### src/rtl/fsr_pkg.sv
package fsr_pkg;
   localparam int unsigned FLAG_SF   = 0;
   localparam int unsigned FLAG_DF   = 1;
   localparam int unsigned NUM_FLAGS = 2;

   typedef logic [NUM_FLAGS-1:0] flag_vec_t;
endpackage

### src/rtl/fsr_event_dec.sv
module fsr_event_dec
   import fsr_pkg::*;
(
   input  logic      rd_stb,
   input  logic      ecc_sbe,
   input  logic      ecc_dbe,
   input  logic      cmd_busy,
   input  logic      ign_sf,
   output flag_vec_t set_vec
);
   // Collision outranks any error result; a two-bit error outranks a one-bit one.
   always_comb begin
      set_vec = '0;
      if (rd_stb) begin
         if (cmd_busy) begin
            set_vec[FLAG_DF] = 1'b1;
            set_vec[FLAG_SF] = 1'b1;
         end else if (ecc_dbe) begin
            set_vec[FLAG_DF] = 1'b1;
         end else if (ecc_sbe && !ign_sf) begin
            set_vec[FLAG_SF] = 1'b1;
         end
      end
   end
endmodule

### src/rtl/fsr_flag_cell.sv
module fsr_flag_cell (
   input  logic clk,
   input  logic rst_n,
   input  logic set,
   input  logic clr,
   output logic q
);
   // Set has priority over a same-cycle clear.
   always_ff @(posedge clk) begin
      if (!rst_n)   q <= 1'b0;
      else if (set) q <= 1'b1;
      else if (clr) q <= 1'b0;
   end
endmodule

### src/rtl/fsr_bus_if.sv
module fsr_bus_if
   import fsr_pkg::*;
#(
   parameter int unsigned DATA_W   = 8,
   parameter int unsigned ADDR_W   = 4,
   parameter int unsigned REG_ADDR = 7
) (
   input  logic              bus_sel,
   input  logic              bus_wr,
   input  logic [ADDR_W-1:0] bus_addr,
   input  logic [DATA_W-1:0] bus_wdata,
   input  flag_vec_t         flags,
   output flag_vec_t         clr_vec,
   output logic [DATA_W-1:0] bus_rdata
);
   localparam int unsigned RSV_W = DATA_W - NUM_FLAGS;
   localparam logic [ADDR_W-1:0] REG_A = ADDR_W'(REG_ADDR);

   logic hit;
   logic [DATA_W-1:0] view;

   assign hit = bus_sel && (bus_addr == REG_A);

   generate
      if (RSV_W > 0) begin : g_rsv
         assign view = {{RSV_W{1'b0}}, flags};
      end else begin : g_norsv
         assign view = flags;
      end
   endgenerate

   assign clr_vec   = (hit && bus_wr) ? bus_wdata[NUM_FLAGS-1:0] : '0;
   assign bus_rdata = (hit && !bus_wr) ? view : '0;
endmodule

### src/rtl/fault_status_reg.sv
module fault_status_reg
   import fsr_pkg::*;
#(
   parameter int unsigned DATA_W   = 8,
   parameter int unsigned ADDR_W   = 4,
   parameter int unsigned REG_ADDR = 7
) (
   input  logic              clk,
   input  logic              rst_n,
   input  logic              rd_stb,
   input  logic              ecc_sbe,
   input  logic              ecc_dbe,
   input  logic              cmd_busy,
   input  logic              ign_sf,
   input  logic              bus_sel,
   input  logic              bus_wr,
   input  logic [ADDR_W-1:0] bus_addr,
   input  logic [DATA_W-1:0] bus_wdata,
   output logic [DATA_W-1:0] bus_rdata,
   output logic              irq_df,
   output logic              irq_sf
);
   generate
      if (DATA_W < NUM_FLAGS) begin : g_bad_width
         $error("DATA_W must hold both flags");
      end
      if (ADDR_W < 1 || ADDR_W > 16) begin : g_bad_addr_w
         $error("ADDR_W out of range");
      end
      if (REG_ADDR >= (1 << ADDR_W)) begin : g_bad_offset
         $error("REG_ADDR does not fit in ADDR_W");
      end
   endgenerate

   flag_vec_t set_vec;
   flag_vec_t clr_vec;
   flag_vec_t flags;

   fsr_event_dec u_dec (
      .rd_stb   (rd_stb),
      .ecc_sbe  (ecc_sbe),
      .ecc_dbe  (ecc_dbe),
      .cmd_busy (cmd_busy),
      .ign_sf   (ign_sf),
      .set_vec  (set_vec)
   );

   generate
      for (genvar i = 0; i < NUM_FLAGS; i++) begin : g_flag
         fsr_flag_cell u_cell (
            .clk   (clk),
            .rst_n (rst_n),
            .set   (set_vec[i]),
            .clr   (clr_vec[i]),
            .q     (flags[i])
         );
      end
   endgenerate

   fsr_bus_if #(
      .DATA_W   (DATA_W),
      .ADDR_W   (ADDR_W),
      .REG_ADDR (REG_ADDR)
   ) u_bus (
      .bus_sel   (bus_sel),
      .bus_wr    (bus_wr),
      .bus_addr  (bus_addr),
      .bus_wdata (bus_wdata),
      .flags     (flags),
      .clr_vec   (clr_vec),
      .bus_rdata (bus_rdata)
   );

   assign irq_df = flags[FLAG_DF];
   assign irq_sf = flags[FLAG_SF];
endmodule

### config.mk
export PLATFORM = sky130hd
export DESIGN_NAME = fault_status_reg
export DESIGN_NICKNAME = d
export VERILOG_FILES = /design/src/rtl/fsr_pkg.sv /design/src/rtl/fsr_event_dec.sv /design/src/rtl/fsr_flag_cell.sv /design/src/rtl/fsr_bus_if.sv /design/src/rtl/fault_status_reg.sv
export SDC_FILE = /design/constraint.sdc
export NUM_CORES = 1
export LEC_CHECK = 0
export ABC_AREA = 0
export BUFFER_PORTS_ARGS = -buffer_cell sky130_fd_sc_hd__buf_2
export CAP_MARGIN = 20
export CORE_AREA = 2 2 39 41
export CTS_CLUSTER_SIZE = 28
export DETAILED_ROUTE_END_ITERATION = 6
export DIE_AREA = 0 0 41 43
export PLACE_DENSITY = 0.46
export SYNTH_ARGS = -nofsm -noshare
export SYNTH_HDL_FRONTEND = slang
export SYNTH_SLANG_ARGS = --single-unit
### constraint.sdc
create_clock -name clk -period 0.8 [get_ports clk]
set_input_delay 0.08 -clock clk [delete_from_list [all_inputs] [get_ports clk]]
set_output_delay 0.08 -clock clk [all_outputs]
set_load 0.05 [all_outputs]
==> reports/qor.csv <==
metric,value,unit
status,"complete, but fails checks",
failed_checks,negative setup slack,
area_growth,106,%
holdPathStages,2,
crit_path_end_kind,output port,
avgSynthCellArea,8.21,sq um
fp.dieH,43,um
cts_root_buffer,clkbuf_4,
rr_worst_depth,3,
synthCells,23,
p_sw,0.194,mW
dieArea,1760,sq um
pwr_density_cell,1410,nW/um^2
wirelength,465,um
critPathSlowestCell,or2_4,
die_x,41,um
p_seq_share,20.4,%
cts_inserted_buffers,3,
vias,218,
yosys_warnings,0,
p_comb_share,38.2,%
yosysSeqAreaShare,21.2,%
core_area,1380,sq um
critPathTopFamily,simple AND/OR/NAND/NOR gates,
peakVddDrop,0.382,mV
synth_top_cell_area_share,23.8,%
largest_reg_flops,2,
placed_cells,58,
antenna_found_initial,0,
swShare,35.4,%
setup_slack,-220,ps
postSynth.asyncResetShare,0,%
synth-seq-cells,2,
max_freq,980,MHz
leakage,0.196,nW
routabilityCongestion,0.518,
ys.flop_type,dfxtp_1,
dpl_cell_area,320,sq um
final_area,389,sq um
yosysUniqueCellTypes,10,
cp_num_buf_inv,2,
fin_nets,68,
stdcell_count,61,
path_clk_slew,30,ps
p_total,0.548,mW
vias_per_cell,3.57,
crit_chain,buf_6 > nand3b_4 > or2_4 > nor3b_4 > buf_6,
ant_nets,0,
largestRegisters,g_flag.u_cell.q: 2 flops,
dr.pass1.iters,2,
grt_pass1_wl,676,um
hp-class,in -> reg,
initial_core_util,13.7,%
cpMostUsedCell,buf_6,
synth_edf_count,0,
clkLatencyLatePin,230,ps
path_class,in -> out,
top_register,g_flag.u_cell.q,
worst_hold_slack,108,ps
maxSlewViolCount,0,
ctsHtreeMaxLevel,1,
grt_pass1_vias,180,
clkPwrFrac,41.4,%
drive_gt1_share,64.4,%
setup_tns,-589,ps
ctsHoldBuffers,0,
overflow,0,
fin_skew,0,ps
grt_util_all_layers,6.51,%
drt_iter0_markers,1,
synth.most_common_cell,buf_4,
clkSinkCount,2,
clock_path_buffers,2,
yosys.area.top_type,buf_4,
p_int,0.354,mW
rows,14,
post_drt_wl_per_cell,7.62,um
cp.arrival,940,ps
preCtsSetupSlack,-315,ps
rrSetupSlack,60,ps
hold_viol_final,0,
cp_data_required_time,720,ps
grt_max_degree,5,
finish.utilization,28.1,%
fin_crit_sh,128,%
path_max_fanout,3,
diodes,0,
syn_area,189,sq um
fillerInstances,157,
worstSetupStartpointType,input port,
cts_tree,yes,
io_buffers,18,
cpPeakStageDelay,260,ps
synthTopCellsByCount,"6 x buf_4, 4 x o21ai_0, 3 x nor3b_1",
synth_top_cells_by_area,"buf_4 24%, dfxtp_1 21%, nor3b_1 12%",
final.min_clock_period,1020,ps
drc,0,
finalSetupViolations,4,
max-cap-violations,0,
cp_num_cells,5,
rsz0062_at_grt,yes,
io_pins,31,
final cells by class:
cell class	count	area, sq um	share of cell area, %
flip-flops and latches	2	47.5	12.2
repair buffers	20	151	38.9
clock buffers	3	22.5	5.79
well taps	16	20.0	5.14
multi-input cells	20	148	37.9
layer usage:
metal	up-vias	global-route usage, %	wire length [um]
met1	88	6.69	172
li1	114	-	-
met3	0	4.71	77
met4	0	6.00	0
met5	-	0	0
met2	16	8.13	214
power groups by stage:
| stage | logic (mW) | clock network, mW | registers (mW) |
|---|---|---|---|
| final | 0.209 | 0.227 | 0.112 |
| after global routing | 0.224 | 0.243 | 0.113 |
| after CTS | 0.209 | 0.234 | 0.112 |
| after detailed placement | 0.182 | 0 | 0.112 |
| after global placement | 0.182 | 0 | 0.112 |
| after floorplan | 0.112 | 0 | 0.141 |
logic make-up after synthesis:
family / after synthesis / synth area share (%)
simple gates: 8 / 34.4
compound gates: 6 / 18.5
buf+inv: 6 / 23.8
flops: 2 / 21.2
other cells: 1 / 1.98
path summary, 6_finish.rpt:
check / from / end
setup reg to reg: g_flag[0].u_cell.q / g_flag[0].u_cell.q
hold reg to reg: g_flag[1].u_cell.q / g_flag[1].u_cell.q
setup / recovery: bus_addr[3] / bus_rdata[0]
hold / removal: rst_n / g_flag[1].u_cell.q
layout by cell type, fill, tap and decap left out:
master | Yosys | routed
a21boi_0 | 2 | 1
a21boi_1 | 0 | 1
buf_2 | 0 | 13
buf_6 | 0 | 5
buf_8 | 0 | 2
clkbuf_4 | 0 | 3
conb_1 | 1 | 6
dfxtp_4 | 0 | 2
nand2_1 | 1 | 1
nand3b_4 | 1 | 1
nand4_1 | 2 | 2
nor3b_1 | 3 | 1
nor3b_4 | 0 | 2
o21ai_0 | 4 | 4
or2_4 | 0 | 1
repair_timing:
item,CTS,global route
endpoints found under the hold margin,0,0
endpoints found under the setup margin,4,5
gates resized for setup,13,1
pin swaps,0,1
setup buffers,0,0
No activity file was read; power rests on OpenSTA's default activity.
